===== src/rtl/urg_pkg.sv =====
package urg_pkg;

  typedef enum logic [1:0] {
    URG_OFF  = 2'd0,
    URG_RSV1 = 2'd1,
    URG_DYN  = 2'd2,
    URG_RSV3 = 2'd3
  } urg_mode_e;

  // Next state of a hysteresis flag: set has priority over clear.
  function automatic logic hyst_next(input logic cur,
                                     input logic set_hit,
                                     input logic clr_hit);
    if (set_hit)      return 1'b1;
    else if (clr_hit) return 1'b0;
    else              return cur;
  endfunction

endpackage


===== src/rtl/urg_lane.sv =====
module urg_lane #(
  parameter int LVL_W = 6,
  parameter bit IS_WB = 1'b0
) (
  input  logic             clk,
  input  logic             rst_n,
  input  logic             en,
  input  logic [LVL_W-1:0] level,
  input  logic [LVL_W-1:0] thr_hi,
  input  logic [LVL_W-1:0] thr_lo,
  output logic             flag_o,
  output logic             flag_next_o
);
  import urg_pkg::*;

  logic above_hi, below_lo;
  logic set_hit, clr_hit;
  logic flag_q, flag_d;

  assign above_hi = level > thr_hi;
  assign below_lo = level < thr_lo;

  generate
    if (IS_WB) begin : g_drain
      assign set_hit = above_hi;
      assign clr_hit = below_lo;
    end else begin : g_fill
      assign set_hit = below_lo;
      assign clr_hit = above_hi;
    end
  endgenerate

  assign flag_d = en ? hyst_next(flag_q, set_hit, clr_hit) : 1'b0;

  always_ff @(posedge clk or negedge rst_n) begin
    if (!rst_n) flag_q <= 1'b0;
    else        flag_q <= flag_d;
  end

  assign flag_o      = flag_q;
  assign flag_next_o = flag_d;

  // a set condition raises the flag next cycle
  p_set_r3: assert property (@(posedge clk) disable iff (!rst_n)
    (en && set_hit) |=> flag_q);
  // a clear condition without a set lowers it
  p_clear_r4: assert property (@(posedge clk) disable iff (!rst_n)
    (en && clr_hit && !set_hit) |=> !flag_q);
  // inside the band the flag keeps its value
  p_hold_r6: assert property (@(posedge clk) disable iff (!rst_n)
    (en && !set_hit && !clr_hit) |=> (flag_q == $past(flag_q)));
  // disabled lane is cleared
  p_off_r2: assert property (@(posedge clk) disable iff (!rst_n)
    !en |=> !flag_q);

endmodule


===== src/rtl/urg_merge.sv =====
module urg_merge #(
  parameter int N = 4
) (
  input  logic         clk,
  input  logic         rst_n,
  input  logic [N-1:0] flag_next,
  output logic         urgent_o
);
  logic urgent_q;

  always_ff @(posedge clk or negedge rst_n) begin
    if (!rst_n) urgent_q <= 1'b0;
    else        urgent_q <= |flag_next;
  end

  assign urgent_o = urgent_q;
endmodule


===== src/rtl/urg_flag_gen.sv =====
module urg_flag_gen #(
  parameter int NUM_RD = 3,
  parameter int LVL_W  = 6
) (
  input  logic                    clk,
  input  logic                    rst_n,
  input  logic [1:0]              mode_i,
  input  logic [NUM_RD*LVL_W-1:0] rd_level_i,
  input  logic [NUM_RD*LVL_W-1:0] rd_thr_hi_i,
  input  logic [NUM_RD*LVL_W-1:0] rd_thr_lo_i,
  input  logic [LVL_W-1:0]        wb_level_i,
  input  logic [LVL_W-1:0]        wb_thr_hi_i,
  input  logic [LVL_W-1:0]        wb_thr_lo_i,
  output logic [NUM_RD:0]         lane_flag_o,
  output logic                    urgent_o
);
  import urg_pkg::*;

  localparam int NUM_LANES = NUM_RD + 1;

  logic                 dyn_en;
  logic [NUM_LANES-1:0] lane_next;

  assign dyn_en = (urg_mode_e'(mode_i) == URG_DYN);

  genvar gi;
  generate
    for (gi = 0; gi < NUM_RD; gi++) begin : g_rd
      urg_lane #(.LVL_W(LVL_W), .IS_WB(1'b0)) u_lane (
        .clk         (clk),
        .rst_n       (rst_n),
        .en          (dyn_en),
        .level       (rd_level_i [gi*LVL_W +: LVL_W]),
        .thr_hi      (rd_thr_hi_i[gi*LVL_W +: LVL_W]),
        .thr_lo      (rd_thr_lo_i[gi*LVL_W +: LVL_W]),
        .flag_o      (lane_flag_o[gi]),
        .flag_next_o (lane_next[gi])
      );
    end
  endgenerate

  urg_lane #(.LVL_W(LVL_W), .IS_WB(1'b1)) u_wb (
    .clk         (clk),
    .rst_n       (rst_n),
    .en          (dyn_en),
    .level       (wb_level_i),
    .thr_hi      (wb_thr_hi_i),
    .thr_lo      (wb_thr_lo_i),
    .flag_o      (lane_flag_o[NUM_RD]),
    .flag_next_o (lane_next[NUM_RD])
  );

  urg_merge #(.N(NUM_LANES)) u_merge (
    .clk       (clk),
    .rst_n     (rst_n),
    .flag_next (lane_next),
    .urgent_o  (urgent_o)
  );

  // the port bit matches the OR of the lane registers
  p_or_r7: assert property (@(posedge clk) disable iff (!rst_n)
    urgent_o == (|lane_flag_o));
  // any non-dynamic mode drops the port bit next cycle
  p_mode_off_r2: assert property (@(posedge clk) disable iff (!rst_n)
    (mode_i != 2'd2) |=> !urgent_o);

endmodule


===== config.mk =====
export PLATFORM = sky130hd
export DESIGN_NAME = urg_flag_gen
export DESIGN_NICKNAME = d
export VERILOG_FILES = /design/src/rtl/urg_pkg.sv /design/src/rtl/urg_lane.sv /design/src/rtl/urg_merge.sv /design/src/rtl/urg_flag_gen.sv
export SDC_FILE = /design/constraint.sdc
export NUM_CORES = 1
export LEC_CHECK = 0
export ABC_AREA = 1
export BUFFER_PORTS_ARGS = -buffer_cell sky130_fd_sc_hd__buf_4
export CAP_MARGIN = 15
export CORE_MARGIN = 2
export CORE_UTILIZATION = 48
export DETAILED_ROUTE_END_ITERATION = 10
export GPL_ROUTABILITY_DRIVEN = 0
export PLACE_DENSITY = 0.88
export SYNTH_ARGS = -nofsm -noshare
export SYNTH_HDL_FRONTEND = slang
export SYNTH_SLANG_ARGS = --single-unit

===== constraint.sdc =====
create_clock -name clk -period 2.42 [get_ports clk]
set_input_delay 0.242 -clock clk [delete_from_list [all_inputs] [get_ports clk]]
set_output_delay 0.242 -clock clk [all_outputs]
set_load 0.01 [all_outputs]

# Word-level counts from Yosys, hierarchy flattened
# Cells that the tools add are included.
# word_totals
output_inout_bits,5
in_bits,76
register_bits,5
# classes
reduce_logical,1
eq_ne,1
n_lt_le_gt_ge,8
muxes,12
# ops
operator,n
$gt A6 B6 Y1,4
$lt A6 B6 Y1,4
$mux W1,12
$reduce_or A4 Y1,1
$eq A2 B2 Y1 const B,1

# Longest topological paths before layout
# Gate-level depths: netlist (run 1).
# logic_depth
word_depth,5
ltp_mapped,12
ltp_nobuf,12

# Cells and area by module
# From an unflattened synthesis (run 1), not the netlist that was laid out.
# unflattened
hier_cells,222
hier_area_um2,1452.6
# modules_own_cells
module,n_inst,area_each_um2,cells_per_inst,seq_area_each_um2
urg_lane at g_rd[0].u_lane ...,3,350.3,52,25.0
urg_lane at u_wb,1,355.3,60,25.0
urg_merge,1,36.3,4,25.0
urg_flag_gen,1,10.0,2,0.0

# Worst setup path after synthesis (run 1)
# OpenSTA, ideal clock, no wires.
# synth_timing
path_kind,input-to-reg
startpoint,input port rd_thr_hi_i[5]
endpoint,"register u_merge.urgent_q, in the netlist u_merge.urgent_o"
arrival_time_ns,1.132
setup_time_ns,0.120
path_stages,11
path_slack_ns,1.168
n_path_buf,0
path_cell_list,inv_1 -> ha_1 -> nand2_1 -> nor2_2 -> nand2_1 -> nand3_1 -> nand2_1 -> nand2_2 -> nand2_1 -> o21ai_1 -> nand2_1
# synth_via
elab_chain_len,5
# synth_rtl
item,line,text
"start, declared",urg_flag_gen.sv:9,"input logic [NUM_RD*LVL_W-1:0] rd_thr_hi_i,"
$gt A6 B6 Y1,urg_lane.sv:20,assign above_hi = level > thr_hi;
$mux W1,urg_pkg.sv:15,else if (clr_hit) return 1'b0;
$mux W1,urg_pkg.sv:14,if (set_hit) return 1'b1;
$mux W1,urg_lane.sv:33,"assign flag_d = en ? hyst_next(flag_q, set_hit, clr_hit) : 1'b0;"
$reduce_or A4 Y1,urg_merge.sv:13,else urgent_q <= |flag_next;
"end signal, assigned",urg_merge.sv:13,
"end, declared",urg_merge.sv:9,logic urgent_q;
# Every way passes these cells.

# Worst setup path in the final report (run 1)
# layout_timing
startpoint,input port rd_level_i[11]
endpoint,"register u_merge.urgent_q, in the netlist u_merge.urgent_o"
# layout_via
elab_chain_len,5
word_cells_on_any_way,6
# layout_rtl
item,line,text
"start, declared",urg_flag_gen.sv:8,"input logic [NUM_RD*LVL_W-1:0] rd_level_i,"
$gt A6 B6 Y1,urg_lane.sv:20,
$mux W1,urg_pkg.sv:15,
$mux W1 (*),urg_pkg.sv:14,
$mux W1 (*),urg_lane.sv:33,
$reduce_or A4 Y1 (*),urg_merge.sv:13,
# Every way passes the cells marked *; elsewhere a longest branch is shown, timed or not.

==> impl_metrics.ini, run 1 <==
[die]
core_area_um2 = 2758
fp.dieH_um = 57.96
die-width_um = 57.96
boundaryPins = 81
rows = 19
start_util = 0.5068
fp.dieArea_um2 = 3359

[critical_path]
start_kind = input port
cp.arrival_ns = 1.36
crit_top_cell = nand2_1
crit_chain = buf_4 > ha_1 > nand2_1 > o21a_1 > o21ai_0 > nand2_1 > o21ai_1 > nand2_1
cp_slowest_stage_delay_ns = 0.31
reg2reg_slack_ns = 1.58
crit_slowest_cell = ha_1
path_max_fanout = 3
setup.worst_path.class = in2reg
end_kind = register
required_ns = 2.55

[sta]
worstMarginPinSlew_ns = 0.2635
drv_slew = 0
hold_violations = 0
period_minus_slack_ns = 1.231
rsz0062_at_grt = no
skew_ns = 0.002542
finalSetupViolations = 0
whs_ns = 0.3092
setup_tns_ns = 0
fmax_mhz = 812.4
slew_headroom = 0.8225
finalCritPeriodShare = 0.5086

[routing]
dr_wl_met3_um = 267
routed-wl-met2_um = 1725
detail-route-antenna-nets = 0
first_iter_violations = 28
drt-total-wl_um = 3255
viasPerCell = 4.756
top_layer = met4
wire_per_inst_um = 9.924
firstDrtPassIters = 6
via_count = 1560
routedLengthMet1_um = 1207
drc = 0

[clocking]
cts_buffer_depth = 2
clock-sinks = 5
clk_latency_ns = 0.24
htreeDepth = 1
postCtsSetupBuffers = 0
cts_buffers = 3
cts_tree = done
cts-root-buf = clkbuf_4
clk_pin_slew_ns = 0.04

[grt]
grt_max_degree = 6
overflow = 0
antenna_found_initial = 0
grtUsageTotal = 0.2005
grt_pass1_wl_um = 5547
grt_pass1_vias = 1533

[power_and_ir_drop]
power_frac_clock = 0.198
seqPwrFrac = 0.189
vdd_ir_drop_max_mv = 0.2188
sw_frac_of_total = 0.3551
p_per_area_nw_per_um2 = 241.7
p_leak_nw = 1.338
p_comb_frac = 0.612
p_int_w = 0.0003185
switchingPower_w = 0.0001754

[cells_and_area]
fin_cells = 328
fin_nets = 418
fin_util = 0.7409
drive_above_1_share = 0.3030
final_area_um2 = 2043
multi_input_area_um2 = 1013
diodes = 0
syn_to_final_growth_pct = 46.20
seq_area_um2 = 125.1
fillers = 226

[yosys]
synth_edf_count = 0
yosys-top-cells-area = ha_1 39%, inv_1 16%, nand2_1 14%, dfrtp_1 9.0%, a21oi_1 6.1%
async_flop_share = 1.000
synth_most_common_cell = inv_1
syn_area_um2 = 1398
ys_ff_latch = 5
synth_area_leader_cell = ha_1
synthTopCellsByCount = 58 x inv_1, 52 x nand2_1, 44 x ha_1
yosysWarnings = 0
synthCells = 216
synth-seq-area-share = 0.08953
synth_top_area_share = 0.3939
syn_area_per_cell_um2 = 6.470
synth.distinct_cells = 18
synthesis.nets = 336
synth-main-ff-cell = dfrtp_1

[placed_design]
placed_cells = 323
post_dp_cell_area_um2 = 2007
port_buffers = 80
dpl.hpwl_um = 3042

[status]
outcome = finished clean

[run]
cap_violations = 0

[worst_hold_path]
hold_class = in2reg
flip-flops by register name, summed over array words and instances (netlist names):
name and cells:
g_rd.u_lane.flag_o 3, u_merge.urgent_o 1, u_wb.flag_o 1
cells in the final DEF (no fill, tap or decap):
cell type / Yosys / routed
a21o_1: 1 / 1
o21a_1: 3 / 3
clkbuf_4: 0 / 3
inv_1: 58 / 58
a21oi_1: 17 / 17
o21ai_1: 4 / 4
nand2_1: 52 / 52
a21boi_1: 1 / 1
buf_4: 4 / 80
clkbuf_1: 0 / 1
nand2_2: 1 / 1
nand3_1: 8 / 8
nand4_1: 2 / 2
dfrtp_1: 5 / 5
dlygate4sd3_1: 0 / 1
o21ai_0: 2 / 2
nor2_1: 6 / 6
inv_2: 3 / 3
ha_1: 44 / 44
nor2_2: 3 / 3
o21bai_1: 2 / 2
through the flow:
| stage | setup slack [ns] | power [W] |
|---|---|---|
| floorplan | 1.168 | 0.0002550 |
| CTS | 1.181 | 0.0004936 |
| detailed placement | 0.9439 | 0.0003967 |
| global placement | 0.9931 | 0.0003838 |
| finish | 1.189 | 0.0004939 |
| global route | 1.057 | 0.0005461 |
power by group through the flow:
stage                     clock [W]  sequential [W]  combinational, W
after global placement            0       0.0000942          0.000290
after global routing       0.000103       0.0000940          0.000349
final                     0.0000979       0.0000936          0.000302
after detailed placement          0       0.0000946          0.000302
after floorplan                   0       0.0000949          0.000160
after CTS                 0.0000943       0.0000936          0.000306
worst max-delay path, delay by kind of cell:
family	cells	cell delay, ns
AND/OR/NAND/NOR	3	0.26
adder cells (fa/ha/maj)	1	0.31
AO/OA/AOI/OAI	3	0.43
buffers and inverters	1	0.12
final cells by class:
cell class              instances  share of cell area
clock buffers                   4             0.01286
inverters                      61              0.1121
multi-input cells             146              0.4960
flip-flops and latches          5             0.06124
well taps                      31             0.01898
repair buffers                 81              0.2988
logic make-up (layout without fill, tap and decap cells):
logic type / Yosys count / count (layout) / share of synthesized area
fa+ha+maj: 44 / 44 / 0.3939
simple gates: 72 / 72 / 0.2113
buf+inv: 65 / 146 / 0.1853
flops: 5 / 5 / 0.08953
compound gates: 30 / 30 / 0.1200
what timing repair did:
item	in CTS	in global routing
hold buffers	1	0
gates resized for setup	0	0
endpoints found under the hold margin	5	0
worst paths after layout:
kind                                  startpoint                    end  cells after the start
min in group asynchronous                  rst_n       u_merge.urgent_o                      2
min                                    mode_i[0]       u_merge.urgent_o                      4
max reg2reg                g_rd[2].u_lane.flag_o       u_merge.urgent_o                      4
max                               rd_level_i[11]       u_merge.urgent_o                      8
min reg2reg                g_rd[0].u_lane.flag_o  g_rd[0].u_lane.flag_o                      2
max in group asynchronous                  rst_n  g_rd[1].u_lane.flag_o                      2
metal layers:
metal	vias up	global-route usage
met1	664	0.2213
li1	833	-
met5	-	0
met4	0	0.02990
met2	57	0.4010
met3	6	0.03348
(Power assumes the default switching activity.)
==> run 2: changes to the inputs <==
--- a/config.mk
+++ b/config.mk
@@ -5,14 +5,14 @@
 export SDC_FILE = /design/constraint.sdc
 export NUM_CORES = 1
 export LEC_CHECK = 0
-export ABC_AREA = 1
+export ABC_AREA = 0
 export BUFFER_PORTS_ARGS = -buffer_cell sky130_fd_sc_hd__buf_4
 export CAP_MARGIN = 15
 export CORE_MARGIN = 2
-export CORE_UTILIZATION = 48
+export CORE_UTILIZATION = 44
 export DETAILED_ROUTE_END_ITERATION = 10
 export GPL_ROUTABILITY_DRIVEN = 0
-export PLACE_DENSITY = 0.88
+export PLACE_DENSITY = 0.82
 export SYNTH_ARGS = -nofsm -noshare
 export SYNTH_HDL_FRONTEND = slang
 export SYNTH_SLANG_ARGS = --single-unit
==> constraint.sdc (replaced) <==
create_clock -name clk -period 1.25 [get_ports clk]
set_input_delay 0.125 -clock clk [delete_from_list [all_inputs] [get_ports clk]]
set_output_delay 0.125 -clock clk [all_outputs]
set_load 0.01 [all_outputs]
==> run 2 against run 1 <==
Effect of this change: the run now ends with negative setup slack left; flip-flop and latch count did not move; core utilization shrank 1.3 points; synthesized cell count is 22% lower; die area rose by 4.2%; worst setup slack lost 1.4 ns; non-clock buffer count is 3 higher; clock power increased by 100%; register-to-register slack got worse by 1.7 ns; sequential power rose by 98%; critical endpoint unchanged; power rose by 110%; critical path depth is 3 lower; combinational power rose by 110%.
==> impl_metrics.ini, run 2 <==
[worst_hold_path]
hold_class = in2async

[yosys]
synth_area_leader_cell = ha_1
synthCells = 168
async_flop_share = 1.000
ys_ff_latch = 5
synth_edf_count = 0
synth.distinct_cells = 31
synth_top_area_share = 0.4112
syn_area_um2 = 1339
yosysWarnings = 0
synth_most_common_cell = inv_1
synth-main-ff-cell = dfrtp_1
synthesis.nets = 288
yosys-top-cells-area = ha_1 41%, inv_1 15%, dfrtp_1 9.3%, a21oi_1 4.1%, o21ai_0 2.2%
syn_area_per_cell_um2 = 7.969
synth-seq-area-share = 0.09346
synthTopCellsByCount = 52 x inv_1, 44 x ha_1, 11 x a21oi_1

[clocking]
cts_buffers = 3
cts_buffer_depth = 2
cts_tree = done
clock-sinks = 5
clk_pin_slew_ns = 0.05
htreeDepth = 1
clk_latency_ns = 0.25
cts-root-buf = clkbuf_4

[run]
cap_violations = 0

[die]
die-width_um = 59.16
start_util = 0.4496
boundaryPins = 81
fp.dieH_um = 59.16
rows = 20
fp.dieArea_um2 = 3500
core_area_um2 = 2978

[grt]
overflow = 0
grtUsageTotal = 0.1841
grt_max_degree = 6
antenna_found_initial = 0
grt_pass1_vias = 1327
grt_pass1_wl_um = 5016

[placed_design]
post-place-ws_ns = -0.3891
port_buffers = 80
placed_cells = 280
post_dp_cell_area_um2 = 2122
dpl.hpwl_um = 2744

[power_and_ir_drop]
p_comb_frac = 0.622
switchingPower_w = 0.0003439
power_frac_clock = 0.196
sw_frac_of_total = 0.3380
p_int_w = 0.0006736
p_leak_nw = 1.192
seqPwrFrac = 0.182
p_per_area_nw_per_um2 = 469.5
vdd_ir_drop_max_mv = 0.3535

[routing]
via_count = 1383
wire_per_inst_um = 10.29
detail-route-antenna-nets = 0
firstDrtPassIters = 4
drc = 0
viasPerCell = 4.853
first_iter_violations = 17
drt-total-wl_um = 2932

[status]
violations = negative setup slack
outcome = complete, but fails checks

[sta]
finalCritPeriodShare = 1.130
hold_violations = 0
drv_slew = 0
rsz0062_at_grt = yes
slew_headroom = 0.8336
period_minus_slack_ns = 1.412
timing.final.ws_setup_ns = -0.1621
fmax_mhz = 708.1
worstMarginPinSlew_ns = 0.2491
finalSetupViolations = 1
skew_ns = 0.005768
setup_tns_ns = -0.1621

[cells_and_area]
drive_above_1_share = 0.4603
syn_to_final_growth_pct = 61.87
final_common_cell = buf_4
fin_util = 0.7277
fin_nets = 373
fin_cells = 285
final_cell_mix = 83 x buf_4, 42 x inv_1, 33 x ha_1, 11 x ha_4, 9 x a21oi_1
largest_reg_flops = 3
final_area_um2 = 2167
diodes = 0

[critical_path]
setup.worst_path.class = reg2reg
required_ns = 1.37
cp.arrival_ns = 1.53
end_kind = register
start_kind = register
path_max_fanout = 2
## run 2: repair_timing
item | 4_1_cts | 5_1_grt
endpoints found under the hold margin | 5 | 0
endpoints found under the setup margin | 1 | 1
pin swaps | 0 | 4
gates resized for setup | 0 | 2
hold buffers | 1 | 0
setup buffers | 0 | 0
## run 2: critical path, cell delays in order (launching register included)
cell	delay (ns)
dfrtp_1	0.38
nand3_2	0.06
o22ai_1	0.07
a21oi_1	0.17
a21oi_2	0.09
or4_1	0.51
## run 2: power by group through the flow
| stage | clock, W | sequential (W) | combinational [W] |
|---|---|---|---|
| CTS | 0.000205 | 0.000185 | 0.000641 |
| finish | 0.000199 | 0.000185 | 0.000633 |
| floorplan | 0 | 0.000188 | 0.000335 |
| global route | 0.000217 | 0.000187 | 0.000728 |
| detailed placement | 0 | 0.000187 | 0.000636 |
| global placement | 0 | 0.000186 | 0.000618 |
## run 2: worst paths after layout
kind / startpoint / to / slack [ns] / depth (start not counted)
worst max-delay path: g_rd[2].u_lane.flag_o / u_merge.urgent_o / -0.16 / 5
worst min-delay path: rst_n / g_rd[2].u_lane.flag_o / 0.21 / 2
worst max register to register: g_rd[2].u_lane.flag_o / u_merge.urgent_o / -0.16 / 5
worst min register to register: u_wb.flag_o / u_wb.flag_o / 0.57 / 2
max in group asynchronous: rst_n / u_wb.flag_o / 0.92 / 2
min in group clk: mode_i[1] / u_wb.flag_o / 0.27 / 3
## run 2: layer usage
layer,global-route usage,share of wire,routed length (um)
met5,0,0,0
met4,0.02922,0.0034,10
met3,0.05240,0.072,211
met2,0.3460,0.52,1530
met1,0.2074,0.40,1179
## run 2: layout make-up
type | count | area, um^2
Fill cell | 265 | 810.8
Timing Repair Buffer | 84 | 633.1
Multi-Input combinational cell | 107 | 1141
Inverter | 52 | 200.2
Tap cell | 33 | 41.29
Sequential cell | 5 | 125.1
Clock buffer | 4 | 26.28
## run 2: metrics by stage
stage	total power [W]	hold WS [ns]
after floorplan	0.0005236	-0.1706
after global placement	0.0008037	-0.07245
after detailed placement	0.0008227	-0.07076
after CTS	0.001031	0.2099
after global routing	0.001132	0.2177
final	0.001017	0.2140
## run 2: cell families after synthesis
family,count (synthesis),share of synthesized area
fa+ha+maj,44,0.4112
compound gates,40,0.2281
flops,5,0.09346
buf+inv,56,0.1682
simple gates,23,0.09907
